### config.mk
export PLATFORM = sky130hd
export DESIGN_NAME = flash_cmd_decoder
export DESIGN_NICKNAME = d
export VERILOG_FILES = /design/src/rtl/fcd_pkg.sv /design/src/rtl/fcd_lock_table.sv /design/src/rtl/fcd_op_timer.sv /design/src/rtl/flash_cmd_decoder.sv
export SDC_FILE = /design/constraint.sdc
export NUM_CORES = 1
export LEC_CHECK = 0
export BUFFER_PORTS_ARGS = -buffer_cell sky130_fd_sc_hd__buf_4
export CAP_MARGIN = 20
export CORE_AREA = 3 3 105 107
export DETAILED_ROUTE_END_ITERATION = 12
export DIE_AREA = 0 0 108 110
export HOLD_SLACK_MARGIN = 0.06
export PLACE_DENSITY = 0.82
export SYNTH_ARGS = -nofsm -noshare
export SYNTH_HDL_FRONTEND = slang
export SYNTH_HIERARCHICAL = 1
export SYNTH_SLANG_ARGS = --single-unit
### constraint.sdc
create_clock -name clk -period 2.4 [get_ports clk]
set_input_delay 0.36 -clock clk [delete_from_list [all_inputs] [get_ports clk]]
set_output_delay 0.36 -clock clk [all_outputs]
set_load 0.02 [all_outputs]
### src/rtl/fcd_pkg.sv
package fcd_pkg;

    typedef enum logic [3:0] {
        S_READY, S_LOCK_SETUP, S_PROG_SETUP, S_ERASE_SETUP, S_BLANK_SETUP,
        S_OTP_SETUP, S_EXT_SUBOP, S_EXT_COUNT, S_EXT_DATA, S_BUSY, S_SUSP
    } fcd_state_e;

    typedef enum logic [1:0] {OP_PROG, OP_ERASE, OP_BLANK, OP_OTP} fcd_op_e;

    typedef enum logic [1:0] {LK_NONE, LK_LOCK, LK_UNLOCK, LK_DOWN} fcd_lk_e;

    localparam logic [7:0] CMD_LK_SETUP = 8'h60;
    localparam logic [7:0] CMD_LOCK     = 8'h01;
    localparam logic [7:0] CMD_LOCKDOWN = 8'h2F;
    localparam logic [7:0] CMD_CONFIRM  = 8'hD0;
    localparam logic [7:0] CMD_RCR      = 8'h03;
    localparam logic [7:0] CMD_PROG     = 8'h40;
    localparam logic [7:0] CMD_PROG_ALT = 8'h10;
    localparam logic [7:0] CMD_ERASE    = 8'h20;
    localparam logic [7:0] CMD_BLANK    = 8'hBC;
    localparam logic [7:0] CMD_OTP      = 8'hC0;
    localparam logic [7:0] CMD_EXT      = 8'hEB;
    localparam logic [7:0] CMD_SUSPEND  = 8'hB0;
    localparam logic [7:0] CMD_CLR      = 8'h50;
    localparam logic [7:0] CMD_RD_STAT  = 8'h70;
    localparam logic [7:0] CMD_RD_ARRAY = 8'hFF;

    localparam logic [15:0] EXT_MAX_CNT = 16'd511;

endpackage

### src/rtl/fcd_lock_table.sv
module fcd_lock_table
    import fcd_pkg::*;
#(
    parameter int BLK_W = 3
) (
    input  logic             clk,
    input  logic             rst_n,
    input  fcd_lk_e          lk_op,
    input  logic [BLK_W-1:0] lk_blk,
    output logic [(1<<BLK_W)-1:0] locked,
    output logic [(1<<BLK_W)-1:0] lockdown
);
    localparam int NBLK = 1 << BLK_W;

    for (genvar i = 0; i < NBLK; i++) begin : g_blk
        logic hit;
        assign hit = (lk_blk == BLK_W'(i));

        always_ff @(posedge clk or negedge rst_n) begin
            if (!rst_n) begin
                locked[i]   <= 1'b1;
                lockdown[i] <= 1'b0;
            end else if (hit) begin
                unique case (lk_op)
                    LK_LOCK:   locked[i] <= 1'b1;
                    LK_UNLOCK: if (!lockdown[i]) locked[i] <= 1'b0;
                    LK_DOWN: begin
                        locked[i]   <= 1'b1;
                        lockdown[i] <= 1'b1;
                    end
                    default: ;
                endcase
            end
        end

        // once locked down, a block stays locked and locked down until reset
        a_r3_lockdown_sticky: assert property (@(posedge clk) disable iff (!rst_n)
            lockdown[i] |=> (lockdown[i] && locked[i]));
    end

endmodule

### src/rtl/fcd_op_timer.sv
module fcd_op_timer #(
    parameter int CNT_W = 5
) (
    input  logic             clk,
    input  logic             rst_n,
    input  logic             start,
    input  logic [CNT_W-1:0] load,
    input  logic             pause,
    output logic             busy,
    output logic             done
);
    logic [CNT_W-1:0] cnt_q;

    always_ff @(posedge clk or negedge rst_n) begin
        if (!rst_n)
            cnt_q <= '0;
        else if (start)
            cnt_q <= load;
        else if (cnt_q != '0 && !pause)
            cnt_q <= cnt_q - 1'b1;
    end

    assign busy = (cnt_q != '0);
    assign done = (cnt_q == CNT_W'(1)) && !pause;

    // a paused timer keeps its remaining count
    a_r8_timer_frozen: assert property (@(posedge clk) disable iff (!rst_n)
        (pause && !start) |=> (cnt_q == $past(cnt_q)));

endmodule

### src/rtl/flash_cmd_decoder.sv
module flash_cmd_decoder
    import fcd_pkg::*;
#(
    parameter int          ADDR_W    = 20,
    parameter int          BLK_W     = 3,
    parameter int          PROG_CYC  = 10,
    parameter int          ERASE_CYC = 24,
    parameter int          BLANK_CYC = 6,
    parameter logic [15:0] RCR_RST   = 16'hBFCF
) (
    input  logic                     clk,
    input  logic                     rst_n,
    input  logic                     wr_en,
    input  logic [ADDR_W-1:0]        wr_addr,
    input  logic [15:0]              wr_data,
    output logic [7:0]               status,
    output logic                     rd_array,
    output logic [15:0]              rcr,
    output logic [(1<<BLK_W)-1:0]    blk_locked,
    output logic [(1<<BLK_W)-1:0]    blk_lockdown,
    output logic [ADDR_W-1:0]        otp_addr,
    output logic [15:0]              otp_data
);
    localparam int MAX_PE  = (PROG_CYC > ERASE_CYC) ? PROG_CYC : ERASE_CYC;
    localparam int MAX_CYC = (MAX_PE > BLANK_CYC) ? MAX_PE : BLANK_CYC;
    localparam int CNT_W   = $clog2(MAX_CYC + 1);

    fcd_state_e       state_q, state_d;
    fcd_op_e          op_q, op_d;
    fcd_lk_e          lk_op;
    logic [7:0]       code;
    logic [BLK_W-1:0] blk_idx;
    logic [BLK_W-1:0] ext_blk_q;
    logic [8:0]       ext_left_q;
    logic             sr1_q, sr4_q, sr5_q;
    logic             set1, set4, set5, clr_err;
    logic             to_array, to_status, ld_rcr, ld_otp;
    logic             ext_blk_ld, ext_cnt_ld, ext_dec, op_ld;
    logic             tmr_start, tmr_busy, tmr_done;
    logic [CNT_W-1:0] tmr_load;

    assign code    = wr_data[7:0];
    assign blk_idx = wr_addr[ADDR_W-1 -: BLK_W];

    fcd_lock_table #(.BLK_W(BLK_W)) lock_i (
        .clk      (clk),
        .rst_n    (rst_n),
        .lk_op    (lk_op),
        .lk_blk   (blk_idx),
        .locked   (blk_locked),
        .lockdown (blk_lockdown)
    );

    fcd_op_timer #(.CNT_W(CNT_W)) tmr_i (
        .clk   (clk),
        .rst_n (rst_n),
        .start (tmr_start),
        .load  (tmr_load),
        .pause (state_q == S_SUSP),
        .busy  (tmr_busy),
        .done  (tmr_done)
    );

    // state register
    always_ff @(posedge clk or negedge rst_n) begin
        if (!rst_n) state_q <= S_READY;
        else        state_q <= state_d;
    end

    // next state and control strobes
    always_comb begin
        state_d    = state_q;
        op_d       = op_q;
        op_ld      = 1'b0;
        lk_op      = LK_NONE;
        set1       = 1'b0;
        set4       = 1'b0;
        set5       = 1'b0;
        clr_err    = 1'b0;
        to_array   = 1'b0;
        to_status  = 1'b0;
        ld_rcr     = 1'b0;
        ld_otp     = 1'b0;
        ext_blk_ld = 1'b0;
        ext_cnt_ld = 1'b0;
        ext_dec    = 1'b0;
        tmr_start  = 1'b0;
        tmr_load   = '0;
        unique case (state_q)
            S_READY: if (wr_en) begin
                case (code)
                    CMD_LK_SETUP: state_d = S_LOCK_SETUP;
                    CMD_PROG, CMD_PROG_ALT: begin
                        state_d = S_PROG_SETUP; to_status = 1'b1;
                    end
                    CMD_ERASE: begin
                        state_d = S_ERASE_SETUP; to_status = 1'b1;
                    end
                    CMD_BLANK: begin
                        state_d = S_BLANK_SETUP; to_status = 1'b1;
                    end
                    CMD_OTP: begin
                        state_d = S_OTP_SETUP; to_status = 1'b1;
                    end
                    CMD_EXT: begin
                        state_d = S_EXT_SUBOP; to_status = 1'b1; ext_blk_ld = 1'b1;
                    end
                    CMD_CLR:      clr_err   = 1'b1;
                    CMD_RD_STAT:  to_status = 1'b1;
                    CMD_RD_ARRAY: to_array  = 1'b1;
                    default: ;
                endcase
            end
            S_LOCK_SETUP: if (wr_en) begin
                state_d = S_READY;
                case (code)
                    CMD_LOCK:     lk_op = LK_LOCK;
                    CMD_CONFIRM:  lk_op = LK_UNLOCK;
                    CMD_LOCKDOWN: lk_op = LK_DOWN;
                    CMD_RCR: begin
                        ld_rcr = 1'b1; to_array = 1'b1;
                    end
                    default: begin
                        set4 = 1'b1; set5 = 1'b1;
                    end
                endcase
            end
            S_PROG_SETUP: if (wr_en) begin
                if (blk_locked[blk_idx]) begin
                    state_d = S_READY; set4 = 1'b1; set1 = 1'b1;
                end else begin
                    state_d = S_BUSY; tmr_start = 1'b1; tmr_load = CNT_W'(PROG_CYC);
                    op_d = OP_PROG; op_ld = 1'b1;
                end
            end
            S_ERASE_SETUP: if (wr_en) begin
                if (code != CMD_CONFIRM) begin
                    state_d = S_READY; set4 = 1'b1; set5 = 1'b1;
                end else if (blk_locked[blk_idx]) begin
                    state_d = S_READY; set5 = 1'b1; set1 = 1'b1;
                end else begin
                    state_d = S_BUSY; tmr_start = 1'b1; tmr_load = CNT_W'(ERASE_CYC);
                    op_d = OP_ERASE; op_ld = 1'b1;
                end
            end
            S_BLANK_SETUP: if (wr_en) begin
                if (code != CMD_CONFIRM) begin
                    state_d = S_READY; set4 = 1'b1; set5 = 1'b1;
                end else begin
                    state_d = S_BUSY; tmr_start = 1'b1; tmr_load = CNT_W'(BLANK_CYC);
                    op_d = OP_BLANK; op_ld = 1'b1;
                end
            end
            S_OTP_SETUP: if (wr_en) begin
                state_d = S_BUSY; ld_otp = 1'b1;
                tmr_start = 1'b1; tmr_load = CNT_W'(PROG_CYC);
                op_d = OP_OTP; op_ld = 1'b1;
            end
            S_EXT_SUBOP: if (wr_en) state_d = S_EXT_COUNT;
            S_EXT_COUNT: if (wr_en) begin
                if (wr_data > EXT_MAX_CNT) begin
                    state_d = S_READY; set4 = 1'b1; set5 = 1'b1;
                end else begin
                    state_d = S_EXT_DATA; ext_cnt_ld = 1'b1;
                end
            end
            S_EXT_DATA: if (wr_en) begin
                if (ext_left_q != '0) begin
                    ext_dec = 1'b1;
                end else if (blk_locked[ext_blk_q]) begin
                    state_d = S_READY; set4 = 1'b1; set1 = 1'b1;
                end else begin
                    state_d = S_BUSY; tmr_start = 1'b1; tmr_load = CNT_W'(PROG_CYC);
                    op_d = OP_PROG; op_ld = 1'b1;
                end
            end
            S_BUSY: begin
                if (tmr_done)
                    state_d = S_READY;
                else if (wr_en && code == CMD_SUSPEND &&
                         (op_q == OP_PROG || op_q == OP_ERASE))
                    state_d = S_SUSP;
            end
            S_SUSP: if (wr_en && code == CMD_CONFIRM) state_d = S_BUSY;
            default: state_d = S_READY;
        endcase
    end

    // registered outputs and sequence data
    always_ff @(posedge clk or negedge rst_n) begin
        if (!rst_n) begin
            op_q       <= OP_PROG;
            sr1_q      <= 1'b0;
            sr4_q      <= 1'b0;
            sr5_q      <= 1'b0;
            rd_array   <= 1'b1;
            rcr        <= RCR_RST;
            otp_addr   <= '0;
            otp_data   <= '0;
            ext_blk_q  <= '0;
            ext_left_q <= '0;
        end else begin
            if (op_ld) op_q <= op_d;
            sr1_q <= (sr1_q & ~clr_err) | set1;
            sr4_q <= (sr4_q & ~clr_err) | set4;
            sr5_q <= (sr5_q & ~clr_err) | set5;
            if (to_array)       rd_array <= 1'b1;
            else if (to_status) rd_array <= 1'b0;
            if (ld_rcr) rcr <= wr_addr[16:1];
            if (ld_otp) begin
                otp_addr <= wr_addr;
                otp_data <= wr_data;
            end
            if (ext_blk_ld) ext_blk_q <= blk_idx;
            if (ext_cnt_ld)   ext_left_q <= wr_data[8:0];
            else if (ext_dec) ext_left_q <= ext_left_q - 1'b1;
        end
    end

    assign status = {state_q != S_BUSY,
                     state_q == S_SUSP && op_q == OP_ERASE,
                     sr5_q, sr4_q, 1'b0,
                     state_q == S_SUSP && op_q == OP_PROG,
                     sr1_q, 1'b0};

    // the busy state always has a running timer behind it
    a_r6_busy_has_timer: assert property (@(posedge clk) disable iff (!rst_n)
        (state_q == S_BUSY) |-> tmr_busy);

    // error bits hold until a clear command in the ready state
    a_r4_err4_sticky: assert property (@(posedge clk) disable iff (!rst_n)
        (sr4_q && !(state_q == S_READY && wr_en && code == CMD_CLR)) |=> sr4_q);

    a_r4_err5_sticky: assert property (@(posedge clk) disable iff (!rst_n)
        (sr5_q && !(state_q == S_READY && wr_en && code == CMD_CLR)) |=> sr5_q);

    // a confirm write while suspended resumes the operation
    a_r9_resume: assert property (@(posedge clk) disable iff (!rst_n)
        (state_q == S_SUSP && wr_en && code == CMD_CONFIRM) |=> (status[7] == 1'b0));

endmodule

==> impl_metrics.tcl <==
set metrics [dict create \
    total_leakage_power_nw 3.02 \
    cts-root-to-sink-buffers 2 \
    drt-initial-drc-count 250 \
    rows 37 \
    synth_adder_area_share_pct 1.01 \
    cts_htree_levels 3 \
    crit_path_to "state_q[0]$_DFFE_PN0P_" \
    timing.rr.end "state_q[0]$_DFFE_PN0P_" \
    cap_viol_max_count 0 \
    synth_sequential_area_ratio_pct 48.8 \
    report.final.hold_viol_count 0 \
    avgSynthCellArea_um2 11.1 \
    first_global_vias 4113 \
    portBuffers 113 \
    dr_vias_cell 5.73 \
    final.fill_count 791 \
    pin_count_of_the_biggest_net_entering_global_routing 51 \
    final_layout_size_suffix_gt1_share_pct 48.7 \
    cts_root_buf "clkbuf_8" \
    endpoint_kind "flip-flop" \
    synth_compound_gate_area_share_pct 13.7 \
    final_cell_count_no_fill 727 \
    routed-via-count 4164 \
    worst_pin_slew_ns 0.654 \
    critPathKind "flip-flop to flip-flop" \
    dominant_combinational_cell_family_by_area_after_synthesis "simple AND/OR/NAND/NOR gates" \
    drt_pre_antenna_iters 5 \
    synth.distinct_cells 73 \
    skew_ns 0.0107 \
    floorplan.initialDensity_pct 48.2 \
    comb_power_share_pct 38.2 \
    total_switching_power_mw 1.78 \
    clock.fmax_ghz 0.420 \
    final_common_cell "buf_4" \
    critical_path.cell_chain "inv_2 -> ha_4 -> or4b_4 -> nor2_4 -> nor2b_2 -> or4_4 -> a21oi_4 -> mux2_4" \
    rsz0062_at_grt "true" \
    cp-startpoint "ext_left_q[1]$_DFFE_PN0P_" \
    timing.reg2reg.worst_path_depth 8 \
    multiplexer_share_of_the_synthesized_area_pct 15.6 \
    power.share.clock_pct 23.1 \
    critical_path_peak_fanout 4 \
    timing.final.crit_share_pct 99.1 \
    critPathArrivalTime_ns 2.64 \
    hp-class "input pin to flip-flop" \
    grt_remaining_overflow 0 \
    main_synth_ff_type "dfrtp_1" \
    ff_to_ff_setup_slack_ns 0.02 \
    cts_tree "yes" \
    dpl.hpwl_um 10100 \
    die-height_um 110 \
    power.density_cell_area_mw_per_mm2 801 \
    grt_antenna_before_repair 0 \
    diodes 0 \
    power.internal_mw 3.40 \
    place.gp.congestion 0.884 \
    design_power_total_mw 5.18 \
    grtUsageTotal_pct 22.5 \
    detail_route.wirelength_um 13400 \
    die_area_mm2 0.0119 \
    number_of_enable_flip_flop_cells_after_synthesis 0 \
    clock_latency_ns 0.37 \
    seqPwrFrac_pct 38.7 \
    clock_sink_count 95 \
    outcome "completed" \
    final_antenna_net_count 0 \
    ys_async_sr_fraction_pct 100 \
    post_detailed_route_wirelength_per_cell_um 18.4 \
    ports 116 \
    drc 0 \
    timing.critical_path.required_ns 2.66 \
    floorplan.die.width_um 108 \
    fin_crit_ns 2.38 \
    post_synth_inst_count 444 \
    reg2reg_from "ext_left_q[1]$_DFFE_PN0P_" \
    ir_worst_vdd_mv 0.548 \
    dp.cells 706 \
    numCtsBuffers 9 \
    yosysWarningCount 6 \
    layout_common_cells "154 x buf_4, 73 x dfrtp_1, 53 x mux2_2" \
    synth_xor_area_share_pct 0.533 \
    design.core.area_mm2 0.0102 \
    synth_area_mm2 0.00493 \
    slew_viol_final 0 \
    layout.nets 629 \
    syn2layout_area_growth_pct 31.1 \
    worstSetupStartpointType "flip-flop" \
    ys_seq_elements 95 \
    slew_headroom_pct 56.4 \
    first_pass_grt_wire_length_um 20700 \
    synth-simple-area-share_pct 16.3 \
    crit_path_top_delay_cell "or4b_4" \
    clkTransAtPathRegs_ns 0.10 \
    swShare_pct 34.4 \
    critPathMaxStageDelay_ns 0.47 \
    finalSetupViolations 0 \
]
-- timing repair --
| action | 4_1_cts | 5_1_grt |
|---|---|---|
| pin swaps | 1 | 2 |
| endpoints found under the hold margin | 37 | 0 |
| setup buffers | 1 | 3 |
| setup endpoints to repair | 3 | 11 |
| hold buffers | 1 | 0 |
| gates resized for setup | 5 | 12 |
-- synthesized netlist by cell type (3+ instances only) --
master	count	area, µm²
dfrtp_1	73	1830
mux2_2	54	608
nand2_1	34	128
nor2_1	25	93.8
o21ai_0	23	115
dfstp_2	22	578
a21oi_1	17	85.1
nor4_1	13	81.3
clkbuf_1	12	45.0
inv_1	11	41.3
nand2b_1	11	68.8
nand3_1	11	55.1
buf_2	8	40.0
nor3_1	8	40.0
o21bai_1	8	60.1
o31ai_1	7	52.6
buf_4	6	45.0
nor2b_1	5	31.3
a221o_1	4	40.0
ha_1	4	50.1
mux2_1	4	45.0
mux4_2	4	90.1
o21ai_1	4	20.0
and3_1	3	18.8
nand4_1	3	18.8
o221ai_1	3	26.3
o22ai_1	3	18.8
o31ai_2	3	37.5
or4_4	3	33.8
-- flip-flops by register name, indices dropped and copies added, names as in the netlist, 2 cells and up --
name and count:
otp_data 16, ext_blk_q 3, ext_left_q 9, tmr_i/cnt_q 5
lock_i/lockdown 8, lock_i/locked 8, op_q 2, state_q 4
rcr 16, otp_addr 20
-- cell type report --
class | count | area [µm²] | share of cell area, %
multi-input cells | 311 | 2410 | 37.3
well taps | 136 | 170 | 2.63
inverters | 12 | 45.0 | 0.697
clock buffers | 10 | 138 | 2.13
flip-flops and latches | 95 | 2400 | 37.2
clock inverters | 6 | 92.6 | 1.43
repair buffers | 157 | 1210 | 18.7
-- stage by stage --
step	setup WS [ns]	utilization, %	TNS [ns]	cell area [µm²]	hold WS (ns)
after floorplan	-0.00461	-	-0.00461	4950	0.0644
after global placement	0.0537	59.9	0	6130	0.423
after detailed placement	-0.0520	59.9	-0.101	6130	0.433
after CTS	0.00121	62.6	0	6400	0.211
after global routing	-0.0346	63.2	-0.0852	6460	0.202
final	0.0207	63.2	0	6460	0.226
-- worst max-delay path, delay by kind of cell (launching register included) --
| family | cells | cell delay, ns |
|---|---|---|
| AND/OR/NAND/NOR | 4 | 1.14 |
| flip-flops | 1 | 0.42 |
| multiplexers | 1 | 0.32 |
| AO/OA/AOI/OAI | 1 | 0.17 |
| adder cells (fa/ha/maj) | 1 | 0.12 |
| buffers and inverters | 1 | 0.10 |
-- power by group through the flow --
stage | logic, mW | clock network [mW] | registers (mW)
after floorplan | 1.05 | 0 | 2.12
after global placement | 1.77 | 0 | 2.00
after detailed placement | 1.82 | 0 | 2.02
after CTS | 1.88 | 1.23 | 1.99
after global routing | 2.14 | 1.29 | 2.03
final | 1.98 | 1.20 | 2.00
-- worst min-delay path by stage --
stage                      startpoint                        endpoint  cells after the start
final                     wr_data[14]        otp_data[14]$_DFFE_PN0P_                      2
after global routing       wr_addr[5]              rcr[4]$_DFFE_PN0P_                      2
after CTS                 wr_data[14]        otp_data[14]$_DFFE_PN0P_                      2
after detailed placement        rst_n        otp_addr[16]$_DFFE_PN0P_                      1
after global placement          rst_n  lock_i/lockdown[5]$_DFFE_PN0P_                      1
after floorplan                 rst_n        ext_blk_q[0]$_DFFE_PN0P_                      0
-- routing by layer --
layer	vias to the layer above	routed length (µm)	global-route usage (%)
met4	0	259	6.13
met5	-	0	0
met1	2037	5250	27.4
met2	190	6880	39.0
li1	1913	-	-
met3	24	1000	6.64
-- kinds of logic after synthesis --
kind of cell	Yosys count
AND/OR/NAND/NOR	140
AO/OA/AOI/OAI	97
flip-flops	95
multiplexers	64
buffers and inverters	40
adder cells (fa/ha/maj)	4
XOR/XNOR	3
other	1
Power figures use the tool's default switching activity.
